## src/rtl/sprog_pkg.sv

```systemverilog
// Shared constants and types for the serial programming controller.
// Assumes: 6-bit commands and 16-clock data frames carrying 14-bit words.
package sprog_pkg;
    localparam int CMD_W   = 6;
    localparam int WORD_W  = 14;
    localparam int FRAME_W = WORD_W + 2;

    localparam logic [CMD_W-1:0] CMD_LOAD = 6'h02;
    localparam logic [CMD_W-1:0] CMD_READ = 6'h04;
    localparam logic [CMD_W-1:0] CMD_INC  = 6'h06;

    typedef enum logic [2:0] {
        ST_OFF,
        ST_CMD,
        ST_LOAD,
        ST_FETCH,
        ST_SEND
    } sp_state_e;
endpackage

```

## src/rtl/sp_pin_sync.sv

```systemverilog
// Multi-flop synchronizer for a group of asynchronous pins.
// Assumes: each pin is a slow level signal; bits are synchronized independently.
module sp_pin_sync #(
    parameter int WIDTH  = 3,
    parameter int STAGES = 2
) (
    input  logic             clk,
    input  logic             rst_n,
    input  logic [WIDTH-1:0] async_in,
    output logic [WIDTH-1:0] sync_out
);
    logic [WIDTH-1:0] stage_q [STAGES];

    genvar g;
    generate
        for (g = 0; g < STAGES; g++) begin : g_stage
            if (g == 0) begin : g_first
                // Capture the raw pins in the first stage.
                always_ff @(posedge clk) begin
                    if (!rst_n) stage_q[g] <= '0;
                    else        stage_q[g] <= async_in;
                end
            end else begin : g_next
                // Pass the value one stage further.
                always_ff @(posedge clk) begin
                    if (!rst_n) stage_q[g] <= '0;
                    else        stage_q[g] <= stage_q[g-1];
                end
            end
        end
    endgenerate

    assign sync_out = stage_q[STAGES-1];
endmodule

```

## src/rtl/sp_addr_ctr.sv

```systemverilog
// Program address counter with identification-range decode and read gating.
// Assumes: clear and step are never asserted together; ID range does not wrap.
module sp_addr_ctr #(
    parameter int                ADDR_W   = 14,
    parameter logic [ADDR_W-1:0] ID_BASE  = ADDR_W'('h2000),
    parameter int                ID_COUNT = 4
) (
    input  logic              clk,
    input  logic              rst_n,
    input  logic              clear,
    input  logic              step,
    input  logic              code_protect,
    output logic [ADDR_W-1:0] addr,
    output logic              id_sel,
    output logic              read_blocked
);
    localparam logic [ADDR_W-1:0] ID_SPAN = ADDR_W'(ID_COUNT);
    localparam logic [ADDR_W-1:0] ONE     = ADDR_W'(1);

    logic [ADDR_W-1:0] addr_q;

    // Clear on mode entry, step up on the increment command.
    always_ff @(posedge clk) begin
        if (!rst_n)     addr_q <= '0;
        else if (clear) addr_q <= '0;
        else if (step)  addr_q <= addr_q + ONE;
    end

    assign addr         = addr_q;
    assign id_sel       = (addr_q - ID_BASE) < ID_SPAN;
    assign read_blocked = code_protect & ~id_sel;

    AST_ADDR_STEP: assert property (@(posedge clk) disable iff (!rst_n)
        !$stable(addr_q) |-> (addr_q == '0) || (addr_q == $past(addr_q) + ONE));
endmodule

```

## src/rtl/serial_prog_ctrl.sv

```systemverilog
// Device-side two-wire serial programming controller.
// Detects entry to program/verify mode, decodes 6-bit commands and moves
// 14-bit words framed by start and stop bits to and from program memory.
// Assumes: pins are asynchronous and slow compared with clk; memory returns
// read data one cycle after mem_rd.
module serial_prog_ctrl
    import sprog_pkg::*;
#(
    parameter int                ADDR_W      = 14,
    parameter logic [ADDR_W-1:0] ID_BASE     = ADDR_W'('h2000),
    parameter int                ID_COUNT    = 4,
    parameter int                SYNC_STAGES = 2
) (
    input  logic               clk,
    input  logic               rst_n,
    input  logic               vpp_high,
    input  logic               pgm_clk,
    input  logic               pgm_dat_in,
    output logic               pgm_dat_out,
    output logic               pgm_dat_oe,
    input  logic               code_protect,
    output logic               prog_mode,
    output logic [ADDR_W-1:0]  mem_addr,
    output logic [WORD_W-1:0]  mem_wdata,
    output logic               mem_wr,
    output logic               mem_rd,
    input  logic [WORD_W-1:0]  mem_rdata,
    output logic               mem_id_sel
);
    localparam int                CNT_W      = $clog2(FRAME_W);
    localparam logic [CNT_W-1:0]  LAST_CMD   = CNT_W'(CMD_W - 1);
    localparam logic [CNT_W-1:0]  LAST_FRAME = CNT_W'(FRAME_W - 1);
    localparam logic [CNT_W-1:0]  LAST_DATA  = CNT_W'(WORD_W);
    localparam logic [CNT_W-1:0]  CNT_ONE    = CNT_W'(1);

    logic [2:0]         pins_s;
    logic               vpp_s, clk_s, dat_s;
    logic               vpp_d, clk_d;
    logic               vpp_rise, clk_fall;
    sp_state_e          state;
    logic [CNT_W-1:0]   cnt;
    logic [CMD_W-2:0]   cmd_sr;
    logic [CMD_W-1:0]   cmd_full;
    logic [WORD_W-1:0]  rx_sr;
    logic [FRAME_W-1:0] tx_sr;
    logic               rd_q;
    logic               prot_q;
    logic               entry_ok;
    logic               cmd_done;
    logic               addr_step;
    logic               read_blocked;

    sp_pin_sync #(
        .WIDTH  (3),
        .STAGES (SYNC_STAGES)
    ) i_sync (
        .clk      (clk),
        .rst_n    (rst_n),
        .async_in ({vpp_high, pgm_clk, pgm_dat_in}),
        .sync_out (pins_s)
    );

    assign vpp_s = pins_s[2];
    assign clk_s = pins_s[1];
    assign dat_s = pins_s[0];

    // Delayed copies of the synchronized pins for edge detection.
    always_ff @(posedge clk) begin
        if (!rst_n) begin
            vpp_d <= 1'b0;
            clk_d <= 1'b0;
        end else begin
            vpp_d <= vpp_s;
            clk_d <= clk_s;
        end
    end

    assign vpp_rise  = vpp_s & ~vpp_d;
    assign clk_fall  = clk_d & ~clk_s;
    assign entry_ok  = (state == ST_OFF) && vpp_rise && !clk_s && !dat_s;
    assign cmd_full  = {dat_s, cmd_sr};
    assign cmd_done  = (state == ST_CMD) && vpp_s && clk_fall && (cnt == LAST_CMD);
    assign addr_step = cmd_done && (cmd_full == CMD_INC);

    sp_addr_ctr #(
        .ADDR_W   (ADDR_W),
        .ID_BASE  (ID_BASE),
        .ID_COUNT (ID_COUNT)
    ) i_addr (
        .clk          (clk),
        .rst_n        (rst_n),
        .clear        (entry_ok),
        .step         (addr_step),
        .code_protect (code_protect),
        .addr         (mem_addr),
        .id_sel       (mem_id_sel),
        .read_blocked (read_blocked)
    );

    // Mode, command and frame sequencing with memory strobes.
    always_ff @(posedge clk) begin
        if (!rst_n) begin
            state     <= ST_OFF;
            cnt       <= '0;
            cmd_sr    <= '0;
            rx_sr     <= '0;
            tx_sr     <= '0;
            mem_wdata <= '0;
            mem_wr    <= 1'b0;
            mem_rd    <= 1'b0;
            rd_q      <= 1'b0;
            prot_q    <= 1'b0;
        end else begin
            mem_wr <= 1'b0;
            mem_rd <= 1'b0;
            rd_q   <= mem_rd;
            if (!vpp_s) begin
                state <= ST_OFF;
                cnt   <= '0;
            end else begin
                case (state)
                    ST_OFF: begin
                        if (entry_ok) begin
                            state <= ST_CMD;
                            cnt   <= '0;
                        end
                    end
                    ST_CMD: begin
                        if (clk_fall) begin
                            cmd_sr <= cmd_full[CMD_W-1:1];
                            if (cnt == LAST_CMD) begin
                                cnt <= '0;
                                if (cmd_full == CMD_LOAD) begin
                                    state <= ST_LOAD;
                                end else if (cmd_full == CMD_READ) begin
                                    state  <= ST_FETCH;
                                    mem_rd <= 1'b1;
                                end
                            end else begin
                                cnt <= cnt + CNT_ONE;
                            end
                        end
                    end
                    ST_LOAD: begin
                        if (clk_fall) begin
                            if (cnt != '0 && cnt <= LAST_DATA)
                                rx_sr <= {dat_s, rx_sr[WORD_W-1:1]};
                            if (cnt == LAST_FRAME) begin
                                mem_wdata <= rx_sr;
                                mem_wr    <= 1'b1;
                                state     <= ST_CMD;
                                cnt       <= '0;
                            end else begin
                                cnt <= cnt + CNT_ONE;
                            end
                        end
                    end
                    ST_FETCH: begin
                        if (rd_q) begin
                            tx_sr  <= {1'b0, (read_blocked ? '0 : mem_rdata), 1'b0};
                            prot_q <= read_blocked;
                            state  <= ST_SEND;
                            cnt    <= '0;
                        end
                    end
                    ST_SEND: begin
                        if (clk_fall) begin
                            tx_sr <= {1'b0, tx_sr[FRAME_W-1:1]};
                            if (cnt == LAST_FRAME) begin
                                state <= ST_CMD;
                                cnt   <= '0;
                            end else begin
                                cnt <= cnt + CNT_ONE;
                            end
                        end
                    end
                    default: state <= ST_OFF;
                endcase
            end
        end
    end

    assign prog_mode   = (state != ST_OFF);
    assign pgm_dat_oe  = (state == ST_SEND);
    assign pgm_dat_out = pgm_dat_oe & tx_sr[0];

    AST_ENTRY_ZERO: assert property (@(posedge clk) disable iff (!rst_n)
        $rose(prog_mode) |-> (mem_addr == '0));
    AST_EXIT_LOW_VPP: assert property (@(posedge clk) disable iff (!rst_n)
        !vpp_s |=> !prog_mode && !pgm_dat_oe);
    AST_WR_SINGLE: assert property (@(posedge clk) disable iff (!rst_n)
        mem_wr |=> !mem_wr);
    AST_STROBE_EXCL: assert property (@(posedge clk) disable iff (!rst_n)
        !(mem_wr && mem_rd));
    AST_PROT_ZERO: assert property (@(posedge clk) disable iff (!rst_n)
        (pgm_dat_oe && prot_q) |-> !pgm_dat_out);
    AST_OE_IN_MODE: assert property (@(posedge clk) disable iff (!rst_n)
        pgm_dat_oe |-> prog_mode && !mem_wr);
endmodule

```

## config.mk

```make
export PLATFORM = sky130hd
export DESIGN_NAME = serial_prog_ctrl
export DESIGN_NICKNAME = d
export VERILOG_FILES = /design/src/rtl/sprog_pkg.sv /design/src/rtl/sp_pin_sync.sv /design/src/rtl/sp_addr_ctr.sv /design/src/rtl/serial_prog_ctrl.sv
export SDC_FILE = /design/constraint.sdc
export NUM_CORES = 1
export LEC_CHECK = 0
export ABC_AREA = 1
export BUFFER_PORTS_ARGS = -buffer_cell sky130_fd_sc_hd__buf_2
export CAP_MARGIN = 20
export CORE_UTILIZATION = 42
export CTS_BUF_LIST = sky130_fd_sc_hd__clkbuf_8
export DETAILED_ROUTE_END_ITERATION = 16
export GPL_TIMING_DRIVEN = 0
export PLACE_DENSITY = 0.65
export SYNTH_ARGS = -nofsm -noshare
export SYNTH_HDL_FRONTEND = slang
export SYNTH_HIERARCHICAL = 1
export SYNTH_SLANG_ARGS = --single-unit
```

## constraint.sdc

```tcl
create_clock -name clk -period 1.83 [get_ports clk]
set_input_delay 0 -clock clk [delete_from_list [all_inputs] [get_ports clk]]
set_output_delay 0 -clock clk [all_outputs]
set_load 0.01 [all_outputs]
```

==> reports/qor.yml <==
outcome: "finished, final reports clean"
wl_mm: 8.02
tightestPinTransition_ps: 451
ff2ff_setup_slack_ps: 110
r2r-start: "state[2]"
rows: 33
grtUsageTotal_pct: 18.5
synth_seq_area_share_pct: 43.6
dieHeight_um: 95.5
muxShareOfSynthArea_pct: 0
slowest_stage: "dfxtp_4"
postPlaceCellArea_um2: 4070
setup_viol: 0
gp_congestion: 0.889
worstPathArrival_ps: 2010
wire_per_inst_um: 11.5
yosys_warnings: 6
startpoint: "state[2]"
overflow: 0
synth-xor-area-share_pct: 0.238
grt_max_degree: 14
drive_gt1_share_pct: 23.3
start_util_pct: 44.0
area_growth_pct: 22.5
hold_class: "in2reg"
die_area_um2: 9120
vias_per_cell: 4.85
firstDrtPassIters: 4
coreArea_um2: 8340
skew_ps: 11.4
hpwlAfterDp_mm: 5.66
cts_buffer_depth: 2
period_minus_slack_ps: 1720
diodes: 0
setup.worst_path.start_class: "flip-flop"
seq_power_share_pct: 53.8
clk_pin_slew_ps: 80
finalCritPeriodShare_pct: 94.1
synth.net_count: 534
layout_setup_ws_ps: 109
cp.required_ps: 2120
pwr-share-clk_pct: 41.3
root_buffer: "clkbuf_8"
utilization_pct: 54.0
numCtsBuffers: 9
worst_ir_drop_vdd_uv: 384
antenna_left: 0
cp_max_fo: 8
synth_top_family_by_area: "simple AND/OR/NAND/NOR gates"
cts.sinks: 80
synth-compound-area-share_pct: 14.1
ys_seq_elements: 80
p_int_mw: 2.52
yosys.area_share.simple_pct: 31.9
finish.net_count: 613
switchingPower_mw: 0.740
syn_inst: 509
place_ws_ps: -297
drtIter0Drc: 149
synthAdderAreaFrac_pct: 1.70
post-route-drc-count: 0
path_depth: 12
drv_cap: 0
syn_area_um2: 3670
hold_viol_final: 0
insertion_delay_ps: 350
max_stage_delay_ps: 380
reg2reg_to: "i_addr/addr[13]"
antenna_found_initial: 0
cp_top_family: "simple AND/OR/NAND/NOR gates"
cp_num_buf_inv: 4
leakage_nw: 2.07
drv_slew: 0
cts_htree_levels: 3
clock.fmax_ghz: 0.581
cts_tree: "done"
io_pins: 54
path_cells: "inv_2 > nand3_4 > nor2_4 > inv_2 > nor3_4 > buf_6 > nand3_4 > nor2_4 > nand3_2 > nand2_1 > inv_1 > nor2_1"
crit_type: "reg2reg"
grt_pass1_vias: 3058
p_sw_share_pct: 22.7
rr_worst_depth: 12
end_kind: "flip-flop"
grt_pass1_wl_mm: 13.2
cp-endpoint: "i_addr/addr[13]"
comb_power_share_pct: 4.9
die_w_um: 95.5
post-route-cell-area_um2: 4500
io_buffers: 53
powerDensity_nw_per_um2: 724
slew_headroom_pct: 69.9
syn_area_per_cell_um2: 7.22
ys_types: 32
route.vias.total: 3386
==> synthesized netlist by cell type, drive strengths merged <==
| library cell | n | area (µm²) |
|---|---|---|
| xor2 | 1 | 8.76 |
| nor4 | 1 | 6.26 |
| nand4 | 5 | 31.3 |
| dfxtp | 80 | 1600 |
| nor3 | 7 | 46.3 |
| ha | 5 | 62.6 |
| nand2 | 79 | 327 |
| inv | 54 | 203 |
| a31oi | 2 | 12.5 |
| buf | 10 | 72.6 |
| a21oi | 32 | 171 |
| nor2 | 123 | 534 |
| clkinv | 3 | 11.3 |
| nand3b | 2 | 15.0 |
| clkbuf | 6 | 23.8 |
| nand3 | 33 | 213 |
| o21ai | 66 | 334 |
==> metrics by stage <==
step / setup TNS [ps] / hold slack (ps) / power, mW / cells
2_1_floorplan: 0 / 93.5 / 1.89 / 509
3_3_place_gp: -2270 / 196 / 1.94 / 667
3_5_place_dp: -2460 / 198 / 1.94 / 667
4_1_cts: 0 / 3.68 / 3.29 / 694
5_1_grt: -50.2 / 37.1 / 3.40 / 698
6_report: 0 / 15.8 / 3.26 / 698
==> sequential cells by signal, summed over array words and instances, names as in the netlist, 3 cells and up <==
name / count
mem_wdata: 14
tx_sr: 15
i_sync/stage_q: 6
i_addr/addr: 14
cnt: 4
rx_sr: 14
cmd_sr: 5
state: 3
==> area by class of cell <==
| cell class | count | area [µm²] |
|---|---|---|
| plain buffers | 16 | 103 |
| inverters | 57 | 214 |
| well taps | 105 | 131 |
| flip-flops and latches | 80 | 1610 |
| clock inverters | 5 | 56.3 |
| multi-input cells | 356 | 1820 |
| fillers | 797 | 3840 |
| clock buffers | 11 | 151 |
| repair buffers | 68 | 410 |
==> worst min path at each step <==
stage	start	cells past startpoint	end
after floorplan	rst_n	2	i_sync/stage_q[0][0]
after global routing	mem_rdata[11]	5	tx_sr[12]
final	mem_rdata[12]	5	tx_sr[13]
after CTS	mem_rdata[12]	5	tx_sr[13]
after global placement	pgm_dat_in	3	i_sync/stage_q[0][0]
after detailed placement	pgm_dat_in	3	i_sync/stage_q[0][0]
==> power by group through the flow <==
stage	registers [mW]	logic, mW	clock network (mW)
after global routing	1.75	0.182	1.46
after global placement	1.79	0.142	0
after CTS	1.75	0.159	1.38
final	1.75	0.160	1.34
after detailed placement	1.79	0.144	0
after floorplan	1.79	0.0958	0
==> worst min-delay path: stages <==
cell,delay (ps)
buf_2,90
nand2_1,50
nand2_1,50
o21ai_1,50
a21oi_1,100
==> layer usage <==
| layer | part of all wire (%) | vias to the layer above | global-route usage [%] |
|---|---|---|---|
| met5 | 0 | - | 0 |
| met1 | 49 | 1508 | 23.4 |
| met4 | 1.8 | 0 | 8.46 |
| met3 | 4.4 | 13 | 3.11 |
| met2 | 45 | 74 | 30.7 |
| li1 | - | 1791 | - |
==> cells in the final DEF, fill, tap and decap left out, types with 3 or more instances in the layout <==
cell type	instances
ha_1	4
dlygate4sd3_1	8
nand3_1	23
inv_2	10
nor3_1	4
nand3_4	4
nand3_2	6
nand4_1	5
nor2_2	4
nand2_1	70
buf_6	3
clkbuf_1	5
o21ai_1	26
inv_1	45
dfxtp_2	5
o21ai_0	39
buf_4	9
nand2_2	7
nor2_1	112
nor2_4	5
dfxtp_1	74
clkbuf_8	11
a21oi_1	31
buf_2	56
clkinv_1	3
==> what timing repair did <==
action                                  4_1_cts  5_1_grt
buffers inserted                              3        4
hold buffers                                  8        0
resized for setup                             4       18
hold endpoints to repair                      7        0
pin swaps                                     0        4
endpoints found under the setup margin       12       32
cloned                                        0        0
==> logic make-up after synthesis <==
logic type	Yosys count
AOI/OAI and AO/OA	100
buffers and inverters	73
adders and majority gates	5
and+or+nand+nor	250
xor gates and xnor gates	1
DFF	80
Note: power is estimated with default switching activity, not from simulation.
